<file path="src/rtl/tmr_pkg.sv">
package tmr_pkg;

    localparam int NUM_TMR = 3;
    localparam int BUS_W   = 32;
    localparam int ADDR_W  = 8;

    localparam int CTRL_EN_BIT   = 7;
    localparam int CTRL_PER_BIT  = 6;
    localparam int CTRL_FAST_BIT = 3;

    typedef struct packed {
        logic en;
        logic periodic;
        logic fast;
    } tmr_ctrl_t;

    // register selected by address bits [3:2] inside a timer window
    typedef enum logic [1:0] {
        REG_LOAD  = 2'd0,
        REG_VALUE = 2'd1,
        REG_CTRL  = 2'd2,
        REG_CLEAR = 2'd3
    } tmr_reg_e;

    function automatic tmr_ctrl_t ctrl_unpack(input logic [BUS_W-1:0] d);
        tmr_ctrl_t c;
        c.en       = d[CTRL_EN_BIT];
        c.periodic = d[CTRL_PER_BIT];
        c.fast     = d[CTRL_FAST_BIT];
        return c;
    endfunction

    function automatic logic [BUS_W-1:0] ctrl_pack(input tmr_ctrl_t c);
        logic [BUS_W-1:0] d;
        d                = '0;
        d[CTRL_EN_BIT]   = c.en;
        d[CTRL_PER_BIT]  = c.periodic;
        d[CTRL_FAST_BIT] = c.fast;
        return d;
    endfunction

endpackage

</file>
<file path="src/rtl/tmr_channel.sv">
module tmr_channel
    import tmr_pkg::*;
#(
    parameter int WIDTH = 16
) (
    input  logic             clk,
    input  logic             rst_n,
    input  logic             tick_fast,
    input  logic             tick_slow,
    input  logic             load_wr,
    input  logic             ctrl_wr,
    input  logic             clr_wr,
    input  logic [BUS_W-1:0] wdata,
    output logic [BUS_W-1:0] load_ext,
    output logic [BUS_W-1:0] cnt_ext,
    output tmr_ctrl_t        ctrl_o,
    output logic             irq_o,
    output logic             uf_o
);

    typedef struct packed {
        logic [WIDTH-1:0] load;
        logic [WIDTH-1:0] cnt;
        tmr_ctrl_t        ctrl;
        logic             irq;
    } chan_st_t;

    chan_st_t st_d, st_q;
    logic     tick_sel;
    logic     step;
    logic     at_zero;

    always_comb begin
        tick_sel = st_q.ctrl.fast ? tick_fast : tick_slow;
        step     = st_q.ctrl.en && tick_sel;
        at_zero  = (st_q.cnt == '0);
        uf_o     = step && at_zero && !load_wr;

        st_d = st_q;
        if (ctrl_wr) begin
            st_d.ctrl = ctrl_unpack(wdata);
        end
        if (load_wr) begin
            st_d.load = wdata[WIDTH-1:0];
            st_d.cnt  = wdata[WIDTH-1:0];
        end else if (step) begin
            if (at_zero) begin
                st_d.cnt = st_q.ctrl.periodic ? st_q.load : '1;
            end else begin
                st_d.cnt = st_q.cnt - 1'b1;
            end
        end
        if (uf_o) begin
            st_d.irq = 1'b1;
        end else if (clr_wr) begin
            st_d.irq = 1'b0;
        end
    end

    always_ff @(posedge clk) begin
        if (!rst_n) begin
            st_q <= '0;
        end else begin
            st_q <= st_d;
        end
    end

    always_comb begin
        load_ext             = '0;
        load_ext[WIDTH-1:0]  = st_q.load;
        cnt_ext              = '0;
        cnt_ext[WIDTH-1:0]   = st_q.cnt;
        ctrl_o               = st_q.ctrl;
        irq_o                = st_q.irq;
    end

endmodule

</file>
<file path="src/rtl/tmr_regif.sv">
module tmr_regif
    import tmr_pkg::*;
#(
    parameter logic [NUM_TMR*ADDR_W-1:0] BASES = {8'h80, 8'h20, 8'h00}
) (
    input  logic                          clk,
    input  logic                          rst_n,
    input  logic                          wr_en,
    input  logic                          rd_en,
    input  logic [ADDR_W-1:0]             addr,
    input  logic [BUS_W-1:0]              wdata,
    input  logic [NUM_TMR-1:0][BUS_W-1:0] load_rd,
    input  logic [NUM_TMR-1:0][BUS_W-1:0] cnt_rd,
    input  tmr_ctrl_t [NUM_TMR-1:0]       ctrl_rd,
    output logic [NUM_TMR-1:0]            load_wr,
    output logic [NUM_TMR-1:0]            ctrl_wr,
    output logic [NUM_TMR-1:0]            clr_wr,
    output logic [BUS_W-1:0]              rdata
);

    localparam int WIN_LSB = 4;
    localparam int WIN_W   = ADDR_W - WIN_LSB;

    typedef struct packed {
        logic [BUS_W-1:0] rdata;
    } rif_st_t;

    rif_st_t            st_d, st_q;
    logic [NUM_TMR-1:0] hit;
    tmr_reg_e           reg_sel;

    always_comb begin
        reg_sel = tmr_reg_e'(addr[3:2]);
        for (int i = 0; i < NUM_TMR; i++) begin
            hit[i]     = (addr[ADDR_W-1:WIN_LSB] == BASES[i*ADDR_W+WIN_LSB +: WIN_W])
                         && (addr[1:0] == 2'b00);
            load_wr[i] = wr_en && hit[i] && (reg_sel == REG_LOAD);
            ctrl_wr[i] = wr_en && hit[i] && (reg_sel == REG_CTRL);
            clr_wr[i]  = wr_en && hit[i] && (reg_sel == REG_CLEAR);
        end

        st_d = st_q;
        if (rd_en) begin
            st_d.rdata = '0;
            for (int i = 0; i < NUM_TMR; i++) begin
                if (hit[i]) begin
                    case (reg_sel)
                        REG_LOAD:  st_d.rdata = load_rd[i];
                        REG_VALUE: st_d.rdata = cnt_rd[i];
                        REG_CTRL:  st_d.rdata = ctrl_pack(ctrl_rd[i]);
                        default:   st_d.rdata = '0;
                    endcase
                end
            end
        end
    end

    always_ff @(posedge clk) begin
        if (!rst_n) begin
            st_q <= '0;
        end else begin
            st_q <= st_d;
        end
    end

    assign rdata = st_q.rdata;

endmodule

</file>
<file path="src/rtl/tmr_bank.sv">
module tmr_bank
    import tmr_pkg::*;
#(
    parameter int                          SMALL_W = 16,
    parameter int                          LARGE_W = 32,
    parameter int                          WIDE_IX = 2,
    parameter logic [NUM_TMR*ADDR_W-1:0]   BASES   = {8'h80, 8'h20, 8'h00}
) (
    input  logic                clk,
    input  logic                rst_n,
    input  logic                wr_en,
    input  logic                rd_en,
    input  logic [ADDR_W-1:0]   addr,
    input  logic [BUS_W-1:0]    wdata,
    output logic [BUS_W-1:0]    rdata,
    input  logic                tick_fast,
    input  logic                tick_slow,
    output logic [NUM_TMR-1:0]  irq
);

    logic [NUM_TMR-1:0][BUS_W-1:0] load_all;
    logic [NUM_TMR-1:0][BUS_W-1:0] cnt_all;
    tmr_ctrl_t [NUM_TMR-1:0]       ctrl_all;
    logic [NUM_TMR-1:0]            load_wr_all;
    logic [NUM_TMR-1:0]            ctrl_wr_all;
    logic [NUM_TMR-1:0]            clr_all;
    logic [NUM_TMR-1:0]            uf_all;

    tmr_regif #(
        .BASES (BASES)
    ) u_regif (
        .clk     (clk),
        .rst_n   (rst_n),
        .wr_en   (wr_en),
        .rd_en   (rd_en),
        .addr    (addr),
        .wdata   (wdata),
        .load_rd (load_all),
        .cnt_rd  (cnt_all),
        .ctrl_rd (ctrl_all),
        .load_wr (load_wr_all),
        .ctrl_wr (ctrl_wr_all),
        .clr_wr  (clr_all),
        .rdata   (rdata)
    );

    for (genvar g = 0; g < NUM_TMR; g++) begin : g_tmr
        localparam int CH_W = (g == WIDE_IX) ? LARGE_W : SMALL_W;
        tmr_channel #(
            .WIDTH (CH_W)
        ) u_chan (
            .clk       (clk),
            .rst_n     (rst_n),
            .tick_fast (tick_fast),
            .tick_slow (tick_slow),
            .load_wr   (load_wr_all[g]),
            .ctrl_wr   (ctrl_wr_all[g]),
            .clr_wr    (clr_all[g]),
            .wdata     (wdata),
            .load_ext  (load_all[g]),
            .cnt_ext   (cnt_all[g]),
            .ctrl_o    (ctrl_all[g]),
            .irq_o     (irq[g]),
            .uf_o      (uf_all[g])
        );
    end

endmodule

</file>
<file path="config.mk">
export PLATFORM = sky130hd
export DESIGN_NAME = tmr_bank
export DESIGN_NICKNAME = d
export VERILOG_FILES = /design/src/rtl/tmr_pkg.sv /design/src/rtl/tmr_channel.sv /design/src/rtl/tmr_regif.sv /design/src/rtl/tmr_bank.sv
export SDC_FILE = /design/constraint.sdc
export NUM_CORES = 1
export LEC_CHECK = 0
export BUFFER_PORTS_ARGS = -buffer_cell sky130_fd_sc_hd__buf_2
export CAP_MARGIN = 20
export CORE_ASPECT_RATIO = 0.7
export CORE_MARGIN = 4
export CORE_UTILIZATION = 25
export DETAILED_ROUTE_END_ITERATION = 8
export GPL_ROUTABILITY_DRIVEN = 1
export PLACE_DENSITY_LB_ADDON = 0.08
export REMOVE_ABC_BUFFERS = 1
export SETUP_SLACK_MARGIN = 0.5
export SLEW_MARGIN = 20
export SYNTH_ARGS = -nofsm -noshare
export SYNTH_HDL_FRONTEND = slang
export SYNTH_SLANG_ARGS = --single-unit
</file>
<file path="constraint.sdc">
create_clock -name clk -period 3.9 [get_ports clk]
set_input_delay 0.195 -clock clk [delete_from_list [all_inputs] [get_ports clk]]
set_output_delay 0.195 -clock clk [all_outputs]
set_load 0.01 [all_outputs]
</file>
==> results.yml, run 1 <==
global_route:
  grt_util_all_layers: 0.1810
  first_global_vias: 8315
  grt_pass1_wl_um: 55810
  antenna_found_initial: 0
  grt_max_degree: 58
  grt-ovfl-total: 0
die:
  fp-row-count: 58
  start_util: 0.2562
  core_area_um2: 36280
  dieArea_um2: 40380
  die_h_um: 169.3
  io_pins: 81
  die_w_um: 238.5
timing:
  hold_ws_ns: 0.03148
  worst_pin_slew_ns: 1.122
  relSlewSlack: 0.2489
  period_share: 0.8104
  rsz0062_at_grt: "false"
  setup_viol: 0
  finalMaxSlewViolations: 0
  final.setup.tns_ns: 0
  final_hold_viol_count: 0
  skew_ns: 0.01417
  post-route-min-period_ns: 3.161
  timing.fmax_ghz: 0.3164
synthesis:
  syn_area_um2: 9295
  synth_flop_cell: "dfxtp_1"
  yosysUniqueCellTypes: 63
  postSynthAreaPerCell_um2: 7.772
  yosysSeqAreaShare: 0.3704
  yosysWarnings: 0
  synth_edf_count: 0
  synth_seq_cells: 172
  netlist_instances: 1196
  async_reset_ff_frac: 0
clock_tree:
  ctsResizeCount: 0
  cts_tree: "yes"
  cts.sinks: 172
  htreeDepth: 4
  cts_root_buf: "clkbuf_16"
  postCtsHoldBufs: 11
  clock_path_buffers: 2
  clk_latency_ns: 0.45
  clk_pin_slew_worst_paths_ns: 0.08
  cts_buffers: 17
  post_cts_buffers: 0
setup_path:
  end_kind: "register"
  crit_fanout: 15
  worstSetupPathType: "register to register"
  startpoint_type: "register"
  cp_cell_sequence: "nor4_1 -> or4b_4 -> nor3_2 -> buf_4 -> nand3_1 -> o21ai_0 -> a31oi_1"
  rrSetupSlack_ns: 0.74
  cp_data_arrival_time_ns: 3.48
  cpLargestDelayFamily: "simple AND/OR/NAND/NOR gates"
  slowest_delay_ns: 0.59
  cpMaxStageDelayCell: "nor4_1"
  critPathRequiredTime_ns: 4.22
  cp_num_buf_inv: 1
placement:
  gp_congestion: 0.8259
  portBuffers: 80
  dp_hpwl_um: 26230
  placed_cell_area_um2: 10190
power_and_ir_drop:
  p_per_area_nw_per_um2: 354.7
  p_leak_nw: 4.068
  ir_drop_mv: 0.3025
  finalPower_mw: 3.867
final_layout:
  multiInputGateArea_um2: 5451
  final_util: 0.3005
  syn_to_final_growth_pct: 17.30
  design_area_um2: 10900
  fillers: 3942
  fin_nets: 1295
  seq_area_um2: 3443
  drive_gt1_frac: 0.1545
drt:
  vias: 9051
  first_pass_iters: 6
  finalWirelength_um: 36830
  wl_per_cell_um: 21.20
  post-route-drc-count: 0
  drt_iter0_markers: 753
  avgViaCountPerCell: 5.211
  ant_nets: 0
worst_hold_path:
  hp-class: "input pin to register"
status:
  status: "complete, no violations"
run:
  maxCapViolCount: 0
==> cells in the mapped netlist (all sizes together), types with 15 or more instances <==
cell type / instances / area share
nand2: 239 / 0.097
dfxtp: 172 / 0.37
a21oi: 150 / 0.081
clkbuf: 83 / 0.034
nor2: 60 / 0.024
o21ai: 48 / 0.026
mux2i: 40 / 0.043
nand3: 39 / 0.021
nor3: 33 / 0.019
mux2: 32 / 0.039
xnor2: 24 / 0.023
a31oi: 21 / 0.014
nand3b: 16 / 0.013
o22ai: 16 / 0.011
xor2: 15 / 0.014
==> worst reg2reg max path: stages (launching register included) <==
cell and delay (ns):
dfxtp_1 0.37, nor4_1 0.59, or4b_4 0.59, nor3_2 0.16
buf_4 0.26, nand3_1 0.56, o21ai_0 0.42, a31oi_1 0.07
==> cell families (layout without fill, tap and decap cells) <==
| group | after synthesis | after routing | share of synthesized area |
|---|---|---|---|
| and+or+nand+nor | 458 | 458 | 0.2284 |
| AOI/OAI and AO/OA | 341 | 341 | 0.2284 |
| DFF | 172 | 172 | 0.3704 |
| buffers and inverters | 108 | 168 | 0.04603 |
| muxes | 72 | 72 | 0.08184 |
| xor gates and xnor gates | 39 | 39 | 0.03675 |
| adders and majority gates | 6 | 6 | 0.008076 |
| other | 0 | 1 | 0 |
==> where the power goes <==
part	switching, mW	internal [mW]	total [mW]
Clock	0.812	1.04	1.85
Sequential	0.00652	1.76	1.77
Combinational	0.170	0.0797	0.249
==> registers in the layout (all words and copies together), names as in the netlist <==
register / flops
g_tmr.u_chan.cnt_ext: 64
u_regif.rdata: 32
g_tmr.u_chan.irq_o: 3
g_tmr.u_chan.ctrl_o: 9
g_tmr.u_chan.load_ext: 64
==> metrics by stage <==
step / setup WS, ns / instances
after detailed placement: 0.7890 / 1693
final: 0.7395 / 1737
after global placement: 0.8778 / 1693
after global routing: 0.5738 / 1736
after CTS: 0.7827 / 1736
after floorplan: 0.3244 / 1102
==> layout by cell type, fill, tap and decap left out, types with 9 or more instances in the layout <==
master	synthesis	final
a31oi_1	21	21
o22ai_1	16	16
nor3_1	31	30
xor2_1	15	15
o311ai_0	11	11
mux2i_1	40	40
mux2_2	32	32
xnor2_1	24	24
buf_4	3	32
or3_1	10	9
buf_2	3	79
nor2_1	60	59
dlygate4sd3_1	0	11
dfxtp_1	172	172
a21oi_1	150	150
nand2_1	239	239
clkbuf_16	0	17
nand3b_1	16	16
a211oi_1	11	11
o221ai_1	14	14
nor4_1	14	13
nand3_1	39	39
a21boi_0	9	9
inv_1	13	13
o21ai_0	48	48
==> path summary, 6_finish.rpt <==
check / from / to / depth (start not counted)
setup / recovery: g_tmr[2].u_chan.cnt_ext[14] / g_tmr[2].u_chan.cnt_ext[27] / 7
setup reg to reg: g_tmr[2].u_chan.cnt_ext[14] / g_tmr[2].u_chan.cnt_ext[27] / 7
hold / removal: wdata[30] / g_tmr[2].u_chan.load_ext[30] / 3
hold reg to reg: u_regif.rdata[18] / u_regif.rdata[18] / 2
==> final cells by class <==
class | instances | area share
antenna | 1 | 0.0002295
clock buffer | 20 | 0.04097
clock inverter | 12 | 0.01446
inverter | 14 | 0.005049
multi-input combinational | 916 | 0.5000
sequential | 172 | 0.3158
tap | 480 | 0.05508
timing repair buffer | 122 | 0.06840
==> per-layer routing <==
metal	wire (µm)	part of all wire	GRT usage	vias to the layer above
met5	0	0	0	-
met4	318	0.0086	0.03733	0
met3	2073	0.056	0.03476	20
met2	13930	0.38	0.2314	235
met1	20510	0.56	0.3026	4357
li1	-	-	-	4439
Power figures use the tool's default switching activity.
==> run 2: changes to the inputs <==
==> constraint.sdc (replaced) <==
create_clock -name clk -period 2.55 [get_ports clk]
set_input_delay 0.1275 -clock clk [delete_from_list [all_inputs] [get_ports clk]]
set_output_delay 0.1275 -clock clk [all_outputs]
set_load 0.01 [all_outputs]
==> results.yml, run 2 (synthesis gave the netlist of run 1 again) <==
status:
  status: "finished, violations left"
  violations: "negative setup slack"
die:
  dieArea_um2: 40380
  core_area_um2: 36280
  start_util: 0.2562
  die_h_um: 169.3
  io_pins: 81
  fp-row-count: 58
  die_w_um: 238.5
global_route:
  grt_util_all_layers: 0.1917
  antenna_found_initial: 0
  grt_pass1_wl_um: 59020
  grt_max_degree: 72
  grt-ovfl-total: 0
  first_global_vias: 9084
setup_path:
  critPathLaunch: "g_tmr[2].u_chan.cnt_ext[19]"
  end_kind: "register"
  worstSetupPathType: "register to register"
  crit_fanout: 6
  slowest_delay_ns: 0.53
  cpMaxStageDelayCell: "or4_4"
  critPathRequiredTime_ns: 2.90
  cp_data_arrival_time_ns: 2.92
  startpoint_type: "register"
  worstReg2RegStart: "g_tmr[2].u_chan.cnt_ext[19]"
  rrSetupSlack_ns: -0.02
  cp_cell_sequence: "or4_4 -> or4b_4 -> or3_4 -> buf_6 -> or3_1 -> a32o_1"
clock_tree:
  cts_root_buf: "clkbuf_16"
  cts_buffers: 17
  clk_latency_ns: 0.45
  clk_pin_slew_worst_paths_ns: 0.07
  clock_path_buffers: 2
  htreeDepth: 4
  cts.sinks: 172
  cts_tree: "yes"
drt:
  first_pass_iters: 7
  avgViaCountPerCell: 5.120
  post-route-drc-count: 0
  wl_per_cell_um: 21.17
  finalWirelength_um: 39150
  vias: 9467
  drt_iter0_markers: 765
  ant_nets: 0
timing:
  relSlewSlack: 0.4606
  fin_ws_ns: -0.02486
  period_share: 1.010
  finalMaxSlewViolations: 0
  final_hold_viol_count: 0
  setup_viol: 1
  skew_ns: 0.01247
  hold_ws_ns: 0.04012
  final.setup.tns_ns: -0.02486
  rsz0062_at_grt: "true"
  worst_pin_slew_ns: 0.8083
  timing.fmax_ghz: 0.3884
  post-route-min-period_ns: 2.575
placement:
  dp_hpwl_um: 27890
  dpl_worst_slack_ns: -0.05725
  gp_congestion: 0.8809
  portBuffers: 80
  placed_cell_area_um2: 10880
  dp.cells: 1776
power_and_ir_drop:
  ir_drop_mv: 0.4680
  p_leak_nw: 4.747
  finalPower_mw: 5.781
  p_per_area_nw_per_um2: 470.2
final_layout:
  drive_gt1_frac: 0.2622
  instances_no_fill: 1849
  fin_nets: 1408
  seq_area_um2: 3455
  design_area_um2: 12290
  multiInputGateArea_um2: 5824
  syn_to_final_growth_pct: 32.27
  final_common_cell: "nand2_1"
  final_util: 0.3388
  fillers: 3912
  layout_common_cells: "236 x nand2_1, 167 x dfxtp_1, 148 x a21oi_1"
  diodes: 0
run:
  maxCapViolCount: 0
worst_hold_path:
  hold_start: "wdata[13]"
  hp-class: "input pin to register"
-- run 2: cell count changes in the layout (fill, tap and decap cells not counted), moves of 5 or more --
| cell | delta |
|---|---|
| nor2_1 | -11 |
| a211oi_2 | +5 |
| buf_6 | +15 |
| buf_12 | +6 |
| nor4_1 | -5 |
| nor3_1 | -6 |
| nor2_2 | +7 |
| o311ai_2 | +7 |
| o311ai_0 | -10 |
| dfxtp_1 | -5 |
| a211oi_1 | -5 |
| buf_4 | +74 |
| o21ai_0 | -8 |
| dlygate4sd3_1 | +15 |
-- run 2: repair_timing --
action / in CTS / in global routing
setup buffers: 9 / 5
endpoints found under the hold margin: 42 / 0
gates cloned: 1 / 0
hold buffers: 26 / 0
resized for setup: 58 / 66
endpoints found under the setup margin: 60 / 57
pin swaps: 14 / 15
-- run 2: power by group --
group	switching, mW	total [mW]	internal (mW)	leakage [nW]
clock	1.28	2.60	1.32	0.267
sequential	0.00884	2.70	2.70	1.39
combinational	0.285	0.475	0.190	3.09
total	1.58	5.78	4.21	4.75
-- run 2: final timing paths --
| path | end | depth (start not counted) |
|---|---|---|
| min reg2reg | u_regif.rdata[29] | 2 |
| min | g_tmr[1].u_chan.load_ext[13] | 3 |
| max reg2reg | g_tmr[2].u_chan.cnt_ext[6] | 6 |
| max | g_tmr[2].u_chan.cnt_ext[6] | 6 |
-- run 2: metal layers --
| layer | global-route usage | vias up | wire length (µm) |
|---|---|---|---|
| li1 | - | 4655 | - |
| met1 | 0.3267 | 4572 | 22630 |
| met2 | 0.2369 | 214 | 14150 |
| met3 | 0.03622 | 26 | 1893 |
| met4 | 0.04086 | 0 | 471 |
| met5 | 0 | - | 0 |
-- run 2: area by class of cell --
cell class	instances	area share
clock buffer	19	0.03684
clock inverter	13	0.008651
inverter	14	0.004681
multi-input combinational	916	0.4737
sequential	172	0.2810
tap	480	0.04885
timing repair buffer	235	0.1462
-- run 2: critical path: cells and delay by family (launching register included) --
family / cells / cell delay (ns)
buffers and inverters: 1 / 0.14
DFF: 1 / 0.33
and+or+nand+nor: 4 / 1.75
AOI/OAI and AO/OA: 1 / 0.25
==> run 3: changes to the inputs <==
--- a/config.mk
+++ b/config.mk
@@ -12,7 +12,7 @@
 export CORE_UTILIZATION = 25
 export DETAILED_ROUTE_END_ITERATION = 8
 export GPL_ROUTABILITY_DRIVEN = 1
-export PLACE_DENSITY_LB_ADDON = 0.08
+export PLACE_DENSITY = 0.46
 export REMOVE_ABC_BUFFERS = 1
 export SETUP_SLACK_MARGIN = 0.5
 export SLEW_MARGIN = 20
==> constraint.sdc (replaced) <==
create_clock -name clk -period 2.55 [get_ports clk]
set_input_delay 0.1275 -clock clk [delete_from_list [all_inputs] [get_ports clk]]
set_output_delay 0.1275 -clock clk [all_outputs]
set_load 0.005 [all_outputs]
==> results.yml, run 3 (synthesis gave the netlist of run 1 again) <==
status:
  status: "complete, no violations"
die:
  fp-row-count: 58
  start_util: 0.2562
  die_h_um: 169.3
  io_pins: 81
  core_area_um2: 36280
  die_w_um: 238.5
  dieArea_um2: 40380
placement:
  portBuffers: 80
  gp_congestion: 0.8262
  dp_hpwl_um: 25990
  dpl_worst_slack_ns: 0.01497
  dp.cells: 1759
power_and_ir_drop:
  power_switching_mw: 1.534
  ir_drop_mv: 0.4965
  internal-power_mw: 4.188
  p_per_area_nw_per_um2: 479.5
  combPwrFrac: 0.080
  seqPwrFrac: 0.473
  swShare: 0.2680
  finalPower_mw: 5.722
  p_clk_frac: 0.446
  p_leak_nw: 4.580
timing:
  post-route-min-period_ns: 2.498
  finalMaxSlewViolations: 0
  timing.fmax_ghz: 0.4003
  fin_ws_ns: 0.05168
  skew_ns: 0.01115
  worst_pin_slew_ns: 0.7720
  relSlewSlack: 0.4720
  rsz0062_at_grt: "true"
  setup_viol: 0
  period_share: 0.9797
  final_hold_viol_count: 0
  hold_ws_ns: 0.02726
setup_path:
  crit_end: "g_tmr[2].u_chan.cnt_ext[5]"
  rrSetupSlack_ns: 0.05
  worstReg2RegStart: "g_tmr[2].u_chan.cnt_ext[19]"
  cp_cell_sequence: "or4_4 -> or4b_4 -> or3_4 -> buf_6 -> o31a_1 -> a22o_1"
  worstSetupPathType: "register to register"
  startpoint_type: "register"
  rr_endpoint: "g_tmr[2].u_chan.cnt_ext[5]"
  reg2regPathDepth: 6
  cp_data_arrival_time_ns: 2.84
  slowest_delay_ns: 0.53
  cpMaxStageDelayCell: "or4_4"
  end_kind: "register"
  critPathRequiredTime_ns: 2.89
  crit_fanout: 4
  critPathLaunch: "g_tmr[2].u_chan.cnt_ext[19]"
worst_hold_path:
  hp-class: "input pin to register"
global_route:
  grt_pass1_wl_um: 56750
  grt-ovfl-total: 0
  antenna_found_initial: 0
  grt_util_all_layers: 0.1803
  first_global_vias: 9055
  grt_max_degree: 72
clock_tree:
  clk_latency_ns: 0.45
  cts.sinks: 172
  clock_path_buffers: 2
  cts_root_buf: "clkbuf_16"
  htreeDepth: 4
  cts_tree: "yes"
  clk_pin_slew_worst_paths_ns: 0.07
  cts_buffers: 17
drt:
  wl_per_cell_um: 20.25
  post-route-drc-count: 0
  vias: 9620
  avgViaCountPerCell: 5.260
  finalWirelength_um: 37030
  drt_iter0_markers: 928
  first_pass_iters: 5
  ant_nets: 0
final_layout:
  syn_to_final_growth_pct: 28.39
  layout_common_cells: "238 x nand2_1, 169 x dfxtp_1, 148 x a21oi_1"
  diodes: 0
  instances_no_fill: 1829
  final_common_cell: "nand2_1"
  fin_nets: 1388
  drive_gt1_frac: 0.2365
  final_util: 0.3289
run:
  maxCapViolCount: 0
==> run 3: cell types whose count changed in the layout (fill, tap and decap cells not counted), sizes merged <==
| cell | before | now |
|---|---|---|
| clkinvlp | 3 | 4 |
| buf | 209 | 192 |
| dlygate4sd3 | 26 | 23 |
| clkbuf | 19 | 21 |
| inv | 19 | 16 |
==> run 3: final cells by class <==
class	count	area (µm²)
Clock inverter	11	87.58
Clock buffer	21	460.4
Fill cell	3918	24350
Inverter	14	55.05
Multi-Input combinational cell	916	5688
Timing Repair Buffer	215	1595
Sequential cell	172	3447
Tap cell	480	600.6
==> run 3: repair_timing <==
action,CTS,global route
pin swaps,10,13
setup endpoints to repair,59,60
buffers inserted,5,9
endpoints found under the hold margin,26,0
hold buffers,23,0
resized for setup,36,41
cloned,1,0
==> run 3: power groups by stage <==
stage	sequential, mW	combinational, mW	clock (mW)
after global placement	2.77	0.396	0
after global routing	2.71	0.492	2.72
final	2.71	0.460	2.55
after floorplan	2.77	0.141	0
after detailed placement	2.77	0.398	0
after CTS	2.71	0.440	2.61
==> run 3: worst max-delay path, delay by kind of cell (launching register included) <==
family / cells / cell delay (ns)
buffers and inverters: 1 / 0.14
AND/OR/NAND/NOR: 3 / 1.46
flip-flops: 1 / 0.32
AO/OA/AOI/OAI: 2 / 0.46
==> run 3: through the flow <==
step	TNS, ns	cell area, µm²
after global placement	-0.008693	10750
after global routing	0	11930
after floorplan	-33.01	8920
after CTS	0	11700
after detailed placement	0	10750
final	0	11930
==> run 3: metal layers <==
| metal | vias up | wire, µm | global-route usage |
|---|---|---|---|
| met2 | 320 | 14880 | 0.2480 |
| met5 | - | 0 | 0 |
| met4 | 0 | 374 | 0.03203 |
| met3 | 22 | 2780 | 0.04126 |
| li1 | 4610 | - | - |
| met1 | 4668 | 19000 | 0.2850 |
==> run 3: worst min-delay path by stage <==
stage,start,endpoint,slack [ns],cells past startpoint
global route,wdata[7],g_tmr[1].u_chan.ctrl_o[2],0.02,3
CTS,wdata[13],g_tmr[1].u_chan.load_ext[13],0.009,3
finish,wdata[14],g_tmr[1].u_chan.load_ext[14],0.03,3
global placement,wdata[18],g_tmr[2].u_chan.load_ext[18],0.39,3
detailed placement,wdata[20],g_tmr[2].u_chan.load_ext[20],0.39,3
floorplan,rd_en,u_regif.rdata[0],0.22,1
